<file path="config.mk">
export PLATFORM = sky130hd
export DESIGN_NAME = prio_irq_arbiter
export DESIGN_NICKNAME = d
export VERILOG_FILES = /design/src/rtl/arb_pkg.sv /design/src/rtl/arb_bank_pick.sv /design/src/rtl/arb_ctrl.sv /design/src/rtl/arb_datapath.sv /design/src/rtl/prio_irq_arbiter.sv
export SDC_FILE = /design/constraint.sdc
export NUM_CORES = 1
export LEC_CHECK = 0
export BUFFER_PORTS_ARGS = -buffer_cell sky130_fd_sc_hd__buf_4
export CORE_AREA = 5 5 340 342
export DETAILED_ROUTE_END_ITERATION = 12
export DIE_AREA = 0 0 345 347
export GPL_ROUTABILITY_DRIVEN = 0
export PLACE_DENSITY = 0.39
export SYNTH_ARGS = -nofsm -noshare
export SYNTH_HDL_FRONTEND = slang
export SYNTH_SLANG_ARGS = --single-unit
export TNS_END_PERCENT = 20
</file>
<file path="constraint.sdc">
create_clock -name clk -period 54.6 [get_ports clk]
set_input_delay 10.92 -clock clk [delete_from_list [all_inputs] [get_ports clk]]
set_output_delay 10.92 -clock clk [all_outputs]
set_load 0.1 [all_outputs]
</file>
<file path="src/rtl/arb_pkg.sv">
package arb_pkg;
  localparam int BANK_LINES = 32;
  localparam int MAX_BANKS  = 3;
  localparam int BANK_IDX_W = 2;
  localparam int BIT_W      = 5;
  localparam int LINE_W     = BANK_IDX_W + BIT_W;

  // Strobes from the control to the datapath
  typedef struct packed {
    logic                  clearAcc;
    logic                  accumulate;
    logic                  commit;
    logic                  forFiq;
    logic [BANK_IDX_W-1:0] bankSel;
  } arb_strobe_t;
endpackage

</file>
<file path="src/rtl/arb_bank_pick.sv">
module arb_bank_pick
  import arb_pkg::*;
#(
  parameter int PRIO_W = 6
) (
  input  logic [BANK_LINES-1:0]        candVec,
  input  logic [BANK_LINES*PRIO_W-1:0] prioVec,
  output logic                         found,
  output logic [PRIO_W-1:0]            bestPrio,
  output logic [BIT_W-1:0]             bestBit
);
  // Ascending scan with <= so a later (higher) bit wins a tie
  always_comb begin
    found    = 1'b0;
    bestPrio = '0;
    bestBit  = '0;
    for (int i = 0; i < BANK_LINES; i++) begin
      if (candVec[i] && (!found || prioVec[i*PRIO_W +: PRIO_W] <= bestPrio)) begin
        found    = 1'b1;
        bestPrio = prioVec[i*PRIO_W +: PRIO_W];
        bestBit  = BIT_W'(i);
      end
    end
  end

  // the chosen bit must be a real candidate
  always_comb begin
    if (found) begin
      assert_pick_is_candidate_R1: assert (candVec[bestBit] == 1'b1);
    end
  end
endmodule

</file>
<file path="src/rtl/arb_ctrl.sv">
module arb_ctrl
  import arb_pkg::*;
#(
  parameter int NUM_BANKS = 3
) (
  input  logic        clk,
  input  logic        rstN,
  input  logic        startEval,
  input  logic        evalFiq,
  output arb_strobe_t strobes,
  output logic        evalDone
);
  localparam logic [BANK_IDX_W-1:0] LAST_BANK = BANK_IDX_W'(NUM_BANKS - 1);

  if (NUM_BANKS < 1 || NUM_BANKS > MAX_BANKS) begin : g_bad_banks
    $error("NUM_BANKS out of range");
  end

  logic                  busy;
  logic                  clsReg;
  logic [BANK_IDX_W-1:0] bankIdx;
  logic                  lastBank;

  assign lastBank = (bankIdx == LAST_BANK);

  always_ff @(posedge clk or negedge rstN) begin
    if (!rstN) begin
      busy     <= 1'b0;
      clsReg   <= 1'b0;
      bankIdx  <= '0;
      evalDone <= 1'b0;
    end else begin
      evalDone <= 1'b0;
      if (!busy) begin
        if (startEval) begin
          busy    <= 1'b1;
          bankIdx <= '0;
          clsReg  <= evalFiq;
        end
      end else if (lastBank) begin
        busy     <= 1'b0;
        evalDone <= 1'b1;
      end else begin
        bankIdx <= bankIdx + BANK_IDX_W'(1);
      end
    end
  end

  always_comb begin
    strobes.clearAcc   = !busy && startEval;
    strobes.accumulate = busy;
    strobes.commit     = busy && lastBank;
    strobes.forFiq     = clsReg;
    strobes.bankSel    = bankIdx;
  end

  // the scan walks one bank per cycle
  assert_bank_step_R6: assert property (@(posedge clk) disable iff (!rstN)
    busy && !lastBank |=> busy && (bankIdx == $past(bankIdx) + BANK_IDX_W'(1)));

  // the last bank is followed by the done pulse
  assert_done_after_last_R6: assert property (@(posedge clk) disable iff (!rstN)
    busy && lastBank |=> evalDone && !busy);

  // done lasts a single cycle
  assert_done_single_R6: assert property (@(posedge clk) disable iff (!rstN)
    evalDone |=> !evalDone);

  // a start during a scan leaves the class unchanged
  assert_busy_start_ignored_R7: assert property (@(posedge clk) disable iff (!rstN)
    busy && startEval |=> $stable(clsReg));
endmodule

</file>
<file path="src/rtl/arb_datapath.sv">
module arb_datapath
  import arb_pkg::*;
#(
  parameter int NUM_BANKS = 3,
  parameter int PRIO_W    = 6
) (
  input  logic                                  clk,
  input  logic                                  rstN,
  input  arb_strobe_t                           strobes,
  input  logic [BANK_LINES*NUM_BANKS-1:0]        pendVec,
  input  logic [BANK_LINES*NUM_BANKS-1:0]        maskVec,
  input  logic [BANK_LINES*NUM_BANKS-1:0]        fiqSteer,
  input  logic [BANK_LINES*NUM_BANKS*PRIO_W-1:0] prioFlat,
  output logic [LINE_W-1:0]                     irqLine,
  output logic                                  irqValid,
  output logic [LINE_W-1:0]                     fiqLine,
  output logic                                  fiqValid
);
  localparam int BANK_PRIO_W = BANK_LINES * PRIO_W;

  logic [BANK_LINES-1:0]  candByBank [NUM_BANKS];
  logic [BANK_PRIO_W-1:0] prioByBank [NUM_BANKS];

  for (genvar b = 0; b < NUM_BANKS; b++) begin : g_bank
    assign candByBank[b] = pendVec[b*BANK_LINES +: BANK_LINES]
                         & ~maskVec[b*BANK_LINES +: BANK_LINES]
                         & (strobes.forFiq ? fiqSteer[b*BANK_LINES +: BANK_LINES]
                                           : ~fiqSteer[b*BANK_LINES +: BANK_LINES]);
    assign prioByBank[b] = prioFlat[b*BANK_PRIO_W +: BANK_PRIO_W];
  end

  logic [BANK_LINES-1:0]  bankCand;
  logic [BANK_PRIO_W-1:0] bankPrioVec;

  always_comb begin
    bankCand    = '0;
    bankPrioVec = '0;
    for (int b = 0; b < NUM_BANKS; b++) begin
      if (strobes.bankSel == BANK_IDX_W'(b)) begin
        bankCand    = candByBank[b];
        bankPrioVec = prioByBank[b];
      end
    end
  end

  logic              bankFound;
  logic [PRIO_W-1:0] bankPrio;
  logic [BIT_W-1:0]  bankBit;

  arb_bank_pick #(.PRIO_W(PRIO_W)) pick_i (
    .candVec (bankCand),
    .prioVec (bankPrioVec),
    .found   (bankFound),
    .bestPrio(bankPrio),
    .bestBit (bankBit)
  );

  logic              accFound;
  logic [PRIO_W-1:0] accPrio;
  logic [LINE_W-1:0] accLine;
  logic              mergeTake;
  logic              mergedFound;
  logic [PRIO_W-1:0] mergedPrio;
  logic [LINE_W-1:0] mergedLine;

  // Later banks hold higher line numbers, so <= gives them the tie
  assign mergeTake   = bankFound && (!accFound || bankPrio <= accPrio);
  assign mergedFound = accFound || bankFound;
  assign mergedPrio  = mergeTake ? bankPrio : accPrio;
  assign mergedLine  = mergeTake ? {strobes.bankSel, bankBit} : accLine;

  always_ff @(posedge clk or negedge rstN) begin
    if (!rstN) begin
      accFound <= 1'b0;
      accPrio  <= '0;
      accLine  <= '0;
    end else if (strobes.clearAcc) begin
      accFound <= 1'b0;
      accPrio  <= '0;
      accLine  <= '0;
    end else if (strobes.accumulate) begin
      accFound <= mergedFound;
      accPrio  <= mergedPrio;
      accLine  <= mergedLine;
    end
  end

  always_ff @(posedge clk or negedge rstN) begin
    if (!rstN) begin
      irqLine  <= '0;
      irqValid <= 1'b0;
      fiqLine  <= '0;
      fiqValid <= 1'b0;
    end else if (strobes.commit) begin
      if (strobes.forFiq) begin
        fiqValid <= mergedFound;
        fiqLine  <= mergedFound ? mergedLine : '0;
      end else begin
        irqValid <= mergedFound;
        irqLine  <= mergedFound ? mergedLine : '0;
      end
    end
  end

  // each class result moves only on its own commit
  assert_irq_hold_R8: assert property (@(posedge clk) disable iff (!rstN)
    !(strobes.commit && !strobes.forFiq) |=> $stable(irqLine) && $stable(irqValid));

  assert_fiq_hold_R8: assert property (@(posedge clk) disable iff (!rstN)
    !(strobes.commit && strobes.forFiq) |=> $stable(fiqLine) && $stable(fiqValid));

  // an empty result reads as line 0
  assert_empty_zero_R5: assert property (@(posedge clk) disable iff (!rstN)
    (!irqValid |-> irqLine == '0) and (!fiqValid |-> fiqLine == '0));

  // the scanned bank index stays within the configured banks
  assert_bank_range_R4: assert property (@(posedge clk) disable iff (!rstN)
    strobes.accumulate |-> int'(strobes.bankSel) < NUM_BANKS);
endmodule

</file>
<file path="src/rtl/prio_irq_arbiter.sv">
module prio_irq_arbiter
  import arb_pkg::*;
#(
  parameter int NUM_BANKS = 3,
  parameter int PRIO_W    = 6
) (
  input  logic                                  clk,
  input  logic                                  rstN,
  input  logic                                  startEval,
  input  logic                                  evalFiq,
  input  logic [32*NUM_BANKS-1:0]               pendVec,
  input  logic [32*NUM_BANKS-1:0]               maskVec,
  input  logic [32*NUM_BANKS-1:0]               fiqSteer,
  input  logic [32*NUM_BANKS*PRIO_W-1:0]        prioFlat,
  output logic                                  evalDone,
  output logic [6:0]                            irqLine,
  output logic                                  irqValid,
  output logic [6:0]                            fiqLine,
  output logic                                  fiqValid
);
  arb_strobe_t strobes;

  arb_ctrl #(.NUM_BANKS(NUM_BANKS)) ctrl_i (
    .clk      (clk),
    .rstN     (rstN),
    .startEval(startEval),
    .evalFiq  (evalFiq),
    .strobes  (strobes),
    .evalDone (evalDone)
  );

  arb_datapath #(.NUM_BANKS(NUM_BANKS), .PRIO_W(PRIO_W)) dp_i (
    .clk     (clk),
    .rstN    (rstN),
    .strobes (strobes),
    .pendVec (pendVec),
    .maskVec (maskVec),
    .fiqSteer(fiqSteer),
    .prioFlat(prioFlat),
    .irqLine (irqLine),
    .irqValid(irqValid),
    .fiqLine (fiqLine),
    .fiqValid(fiqValid)
  );
endmodule

</file>
## Word level (Yosys, flattened, before mapping)

Index checks and enable logic that the tools add are counted.

| storage, ports and cells | value |
|---|---|
| bits in registers | 35 |
| logic and storage cells | 291 |

| operators by class | value |
|---|---|
| $add $sub $neg | 1 |
| order comparisons | 32 |
| equal/unequal tests | 3 |
| muxes and demuxes | 121 |
| bitwise gates (word level) | 14 |
| reductions and logical operators | 109 |

Operators with widths:

| operator | count |
|---|---|
| two-way mux 192 bit | 3 |
| two-way mux 6 bit | 35 |
| AND 32 bit | 6 |
| <= comparator 6 bit | 32 |
| two-way mux 32 bit | 6 |
| NOT 32 bit | 6 |
| two-way mux 5 bit | 30 |
| two-way mux 1 bit | 40 |
| logical AND 1 bit | 34 |
| zero test 1 bit | 33 |
| logical OR 1 bit | 33 |
| two-way mux 7 bit | 4 |
| AND reduction 2 bit | 5 |
| two-way mux 2 bit | 3 |
| nonzero test 2 bit | 3 |
| adder 2 x 1 -> 2 bit (second input constant) | 1 |
| == test 2 x 1 -> 1 bit (second input constant) | 1 |
| == test 2 bit (second input constant) | 1 |
| zero test 2 bit | 1 |
| != test 2 bit (second input constant) | 1 |
| NOT 1 bit | 2 |

## Logic depth before layout (Yosys ltp)

| depth | value |
|---|---|
| word-level depth | 137 |
| depth in mapped cells | 354 |
| depth with buffers taken out | 325 |

## Modules after synthesis

A second synthesis with hierarchy kept.

| unflattened totals | value |
|---|---|
| cell total of the unflattened synthesis | 2767 |
| area total of the unflattened synthesis | 19060.8 µm² |

By module, submodules not included:

| module | times used | cells each | area each (µm²) | seq. area each (µm²) |
|---|---|---|---|---|
| arb_bank_pick | 1 | 1587 | 11079.4 | 0.0 |
| arb_datapath | 1 | 1161 | 7747.4 | 750.7 |
| arb_ctrl | 1 | 19 | 234.0 | 125.1 |

## Worst setup path before layout

Ideal clock, no wire load.

| timing path | value |
|---|---|
| path kind | input to register |
| start point | in fiqSteer[64] |
| end point | reg dp_i.accPrio[2] |
| data arrival time | 65.915 ns |
| required time | 54.518 ns |
| slack | -11.398 ns |
| stages on the path | 319 |
| path buffers | 23 |
| path through | xor2_1 o21ai_0 and2_4 buf_6 nand2b_1 ha_1 a21oi_1 a21boi_0 o32ai_1 o21a_1 clkbuf_1 a21oi_1 ha_1 a21o_1 a21oi_1 o221ai_1 o221ai_1 a221oi_1 [283 not listed] o21ai_0 nand2b_1 a21oi_1 o31ai_1 a21o_1 ha_1 nor2b_1 o21a_1 o21a_1 o21ai_0 nand2b_1 a21oi_1 o21a_1 and2_1 clkbuf_1 a21oi_1 a21o_1 a31oi_1 |

| on the way | value |
|---|---|
| word-level cells in the longest chain between the ends | 134 |
| elaborated cells on any way between the ends | 200 |

Ends and longest elaborated chain:

| element | RTL line | source |
|---|---|---|
| from (decl) | prio_irq_arbiter.sv:13 | `input logic [32*NUM_BANKS-1:0] fiqSteer,` |
| NOT 32 bit | arb_datapath.sv:28 | `: ~fiqSteer[b*BANK_LINES +: BANK_LINES]);` |
| two-way mux 32 bit (*) | arb_datapath.sv:27 | `& (strobes.forFiq ? fiqSteer[b*BANK_LINES +: BANK_LINES]` |
| AND 32 bit (*) | arb_datapath.sv:27 |  |
| two-way mux 32 bit (*) | arb_datapath.sv:39 | `if (strobes.bankSel == BANK_IDX_W'(b)) begin` |
| two-way mux 6 bit or two-way mux 1 bit (tied branches) | arb_bank_pick.sv:18 | `if (candVec[i] && (!found \|\| prioVec[i*PRIO_W +: PRIO_W] <= bestPrio)) begin` |
| <= comparator 6 bit or zero test 1 bit (tied branches) | arb_bank_pick.sv:18 |  |
| logical OR 1 bit | arb_bank_pick.sv:18 |  |
| logical AND 1 bit | arb_bank_pick.sv:18 |  |
| [118 not listed] | n/a |  |
| logical OR 1 bit | arb_bank_pick.sv:18 |  |
| logical AND 1 bit | arb_bank_pick.sv:18 |  |
| two-way mux 6 bit | arb_bank_pick.sv:18 |  |
| <= comparator 6 bit | arb_datapath.sv:67 | `assign mergeTake = bankFound && (!accFound \|\| bankPrio <= accPrio);` |
| logical OR 1 bit | arb_datapath.sv:67 |  |
| logical AND 1 bit | arb_datapath.sv:67 |  |
| nonzero test 2 bit (no source line) | n/a |  |
| AND reduction 2 bit (no source line) | n/a |  |
| to (signal assigned) | arb_datapath.sv:83 | `accPrio <= mergedPrio;` |
| to (decl) | arb_datapath.sv:59 | `logic [PRIO_W-1:0] accPrio;` |

Every way passes the cells marked *; elsewhere a longest branch is shown, timed or not. The select of a mux whose other input is x is not followed.
A chain may end at the register's enable or synchronous reset.

## Worst setup path after layout

| timing path | value |
|---|---|
| start point | in prioFlat[5] |
| end point | reg dp_i.fiqLine[4] |

| on the way | value |
|---|---|
| word-level cells in the longest chain between the ends | 133 |
| elaborated cells on any way between the ends | 224 |

Ends and longest elaborated chain:

| element | RTL line | source |
|---|---|---|
| from (decl) | prio_irq_arbiter.sv:14 | `input logic [32*NUM_BANKS*PRIO_W-1:0] prioFlat,` |
| two-way mux 192 bit (*) (3 in series) | arb_datapath.sv:39 |  |
| two-way mux 6 bit (*) | arb_bank_pick.sv:18 |  |
| <= comparator 6 bit | arb_bank_pick.sv:18 |  |
| logical OR 1 bit | arb_bank_pick.sv:18 |  |
| logical AND 1 bit | arb_bank_pick.sv:18 |  |
| two-way mux 6 bit or two-way mux 1 bit (tied branches) | arb_bank_pick.sv:18 |  |
| <= comparator 6 bit or zero test 1 bit (tied branches) | arb_bank_pick.sv:18 |  |
| logical OR 1 bit | arb_bank_pick.sv:18 |  |
| [115 not listed] | n/a |  |
| logical OR 1 bit | arb_bank_pick.sv:18 |  |
| logical AND 1 bit | arb_bank_pick.sv:18 |  |
| two-way mux 6 bit | arb_bank_pick.sv:18 |  |
| <= comparator 6 bit | arb_datapath.sv:67 |  |
| logical OR 1 bit | arb_datapath.sv:67 |  |
| logical AND 1 bit | arb_datapath.sv:67 |  |
| two-way mux 7 bit | arb_datapath.sv:70 | `assign mergedLine = mergeTake ? {strobes.bankSel, bankBit} : accLine;` |
| two-way mux 7 bit (*) | arb_datapath.sv:97 | `fiqLine <= mergedFound ? mergedLine : '0;` |
| to (signal assigned) | arb_datapath.sv:97 |  |
| to (decl) | arb_datapath.sv:16 | `output logic [LINE_W-1:0] fiqLine,` |

Every way passes the cells marked *; elsewhere a longest branch is shown, timed or not.

==> qor.csv <==
stage;metric;value;unit
global_routing;antenna_found_initial;7;
cells_and_area;syn_to_final_growth;95.2;%
cts;ctsHoldBuffers;0;
drt;firstDrtPassIters;5;
synth;synthTopCellsByArea;ha_1, nand2_1, o21ai_0, a22oi_1, dfrtp_1;
synth;synth_area;16000;um2
drt;routed_wirelength;122000;um
placed_design;port-buffer-count;884;
cts;cts_made_buffers;5;
floorplanning;rows;123;
cells_and_area;fin_util;27.8;%
worst_setup_path;setup.worst_path.end;dp_i.fiqLine[4]$_DFFE_PN0P_;
floorplanning;initial_core_util;14.2;%
timing;period_share;112;%
worst_setup_path;startpoint;prioFlat[5];
floorplanning;io_pins;885;
worst_hold_path;hold_path.class;reg2reg;
run_status;outcome;finished, violations left;
cells_and_area;final_common_cell;buf_4;
timing;clock_skew;9.85;ps
worst_setup_path;startpoint_type;input pin;
cts;insertion_delay;280;ps
timing;clock.fmax;0.0164;GHz
synth;avgSynthCellArea;6.74;um2
synth;synth_area_leader_cell;ha_1;
worst_setup_path;rr_endpoint;dp_i.fiqLine[4]$_DFFE_PN0P_;
worst_setup_path;end_kind;flip-flop;
drt;drc;0;
worst_setup_path;criticalPathCategory;in2reg;
synth;synth_warnings;0;
global_routing;grt_max_degree;73;
cells_and_area;nets;4856;
cells_and_area;final-seq-area;880;um2
timing;period_minus_slack;61070;ps
timing;setup_violations;27;
floorplanning;core;112000;um2
synth;async_flop_share;100;%
worst_setup_path;r2r_cells;316;
synth;synth.top_cell.area_share;15.3;%
synth;seq_area_frac_synth;5.49;%
cells_and_area;fill_cells;12400;
synth;synth-seq-cells;35;
drt;drt-initial-drc-count;1348;
run_status;violations;setup timing;
global_routing;grt_pass1_wl;170000;um
placed_design;dp_hpwl;106000;um
cells_and_area;multi_input_comb_area;16000;um2
worst_setup_path;cp_slowest_cell;a21oi_1;
timing;hold_viol_final;0;
flow_run;drv_cap;0;
synth;synthFlopType;dfrtp_1;
drt;wire_per_inst;23.1;um
synth;synth_cell_types;93;
floorplanning;die_area;120000;um2
timing;slew_headroom;9.95;%
cts;clockRootBuffer;clkbuf_16;
cts;cts_sinks;35;
worst_setup_path;worstPathArrival;61220;ps
worst_setup_path;cpMostUsedCell;o21a_1;
cts;clock_path_buffers;2;
drt;vias;24100;
timing;final.setup.worst_slack;-6470;ps
drt;final_antenna_net_count;0;
cts;path_clk_slew;50;ps
floorplanning;die_h;347;um
worst_setup_path;cp_max_fo;7;
drt;vias_per_cell;4.54;
worst_setup_path;regToRegStartpoint;ctrl_i.bankIdx[0]$_DFFE_PN0P_;
worst_setup_path;r2r_slack;2880;ps
synth;postSynthCellCount;2368;
worst_setup_path;cp.required;54740;ps
worst_setup_path;max_stage_delay;510;ps
global_routing;grt_pass1_vias;24700;
cells_and_area;layout_common_cells;buf_4, nand2_1, o21ai_0;
floorplanning;die_x;345;um
synth;synth_edf_count;0;
timing;worstMarginPinSlew;1340;ps
timing;drv_slew;0;
synth;synth_nets;3431;
cts;cts_tree;yes;
timing;rsz0062_at_grt;true;
global_routing;gr-total-overflow;0;
global_routing;grt.total_usage;18.9;%
cts;htreeDepth;2;
cells_and_area;drive_gt1_share;50.8;%
## stage by stage
stage / instance area, um2 / TNS, ps / cells / worst slack [ps] / hold slack, ps
floorplan: 16700 / -146120 / 2368 / -5470 / 444
global placement: 28500 / -196740 / 5134 / -7450 / 471
detailed placement: 28500 / -212220 / 5134 / -8030 / 472
CTS: 29900 / -166850 / 5244 / -6280 / 485
global route: 31100 / -255090 / 5294 / -9540 / 508
finish: 31200 / -172490 / 5296 / -6470 / 481
## state kept, by name (all words and copies together), names as in the netlist
| register | cells |
|---|---|
| dp_i.fiqLine | 7 |
| ctrl_i.busy | 1 |
| dp_i.accPrio | 6 |
| dp_i.accFound | 1 |
| dp_i.irqValid | 1 |
| dp_i.accLine | 7 |
| ctrl_i.bankIdx | 2 |
| dp_i.fiqValid | 1 |
| dp_i.irqLine | 7 |
| ctrl_i.clsReg | 1 |
| ctrl_i.evalDone | 1 |
## how the worst min path moves through the flow
stage,from,end,slack [ps],cells past startpoint
floorplan,dp_i.accLine[0]$_DFFE_PN0P_,dp_i.accLine[0]$_DFFE_PN0P_,440,1
global placement,dp_i.fiqLine[5]$_DFFE_PN0P_,dp_i.fiqLine[5]$_DFFE_PN0P_,470,2
detailed placement,dp_i.fiqLine[5]$_DFFE_PN0P_,dp_i.fiqLine[5]$_DFFE_PN0P_,470,2
CTS,dp_i.fiqLine[5]$_DFFE_PN0P_,dp_i.fiqLine[5]$_DFFE_PN0P_,490,2
global route,dp_i.accLine[1]$_DFFE_PN0P_,dp_i.accLine[1]$_DFFE_PN0P_,510,1
finish,dp_i.fiqLine[5]$_DFFE_PN0P_,dp_i.fiqLine[5]$_DFFE_PN0P_,480,2
## Yosys cell counts (28+ instances only)
master,number
a21oi_1,121
o32ai_1,28
a22oi_1,149
dfrtp_1,35
a221o_1,41
o21a_1,95
a21o_1,43
nand2_1,362
nor2_1,128
clkbuf_1,81
nand2b_1,31
nor2b_1,58
buf_2,46
ha_1,195
xor2_1,44
xnor2_1,44
nand3_1,35
o21ai_0,271
inv_1,83
nor3_1,40
## routing by layer
metal  vias to the layer above  wire, um  share of wire [%]  global-route usage (%)
li1                      11800         -                  -                       -
met1                     11400     55500                 45                    25.3
met2                       742     57500                 47                    32.2
met3                        92      6880                5.6                    3.36
met4                         4      2360                1.9                    3.30
met5                         -        27              0.022                       0
## critical path, delay by kind of cell
family	cells	cell delay, ps
AO/OA/AOI/OAI	174	27500
adder cells (fa/ha/maj)	30	8070
multiplexers	3	640
buffers and inverters	44	5710
AND/OR/NAND/NOR	64	8270
## repair_timing
action	CTS	global route
pin swaps	97	121
hold endpoints to repair	0	0
setup endpoints to repair	27	27
gates resized for setup	120	181
gates cloned	3	0
setup buffers	100	50
## final cells by class
class | count | share of cell area (%)
antenna | 3 | 0.0241
clock buffer | 6 | 0.414
clock inverter | 1 | 0.0241
inverter | 86 | 1.09
multi-input combinational | 2092 | 51.3
sequential | 35 | 2.82
tap | 1500 | 6.02
timing repair buffer | 1573 | 38.3
## logic make-up (layout without fill, tap and decap cells)
family          after synthesis  in the layout  synth area share, %
simple gates                782            783                 23.4
other cells                   0              3                    0
xor+xnor                     88             88                 4.83
buf+inv                     243           1666                 6.35
mux                          30             30                 1.98
compound gates              995            996                 42.7
fa+ha+maj                   195            195                 15.3
flops                        35             35                 5.49
Power is not shown: default switching activity piles up to over one toggle a cycle in this logic, so the estimate is an artifact.
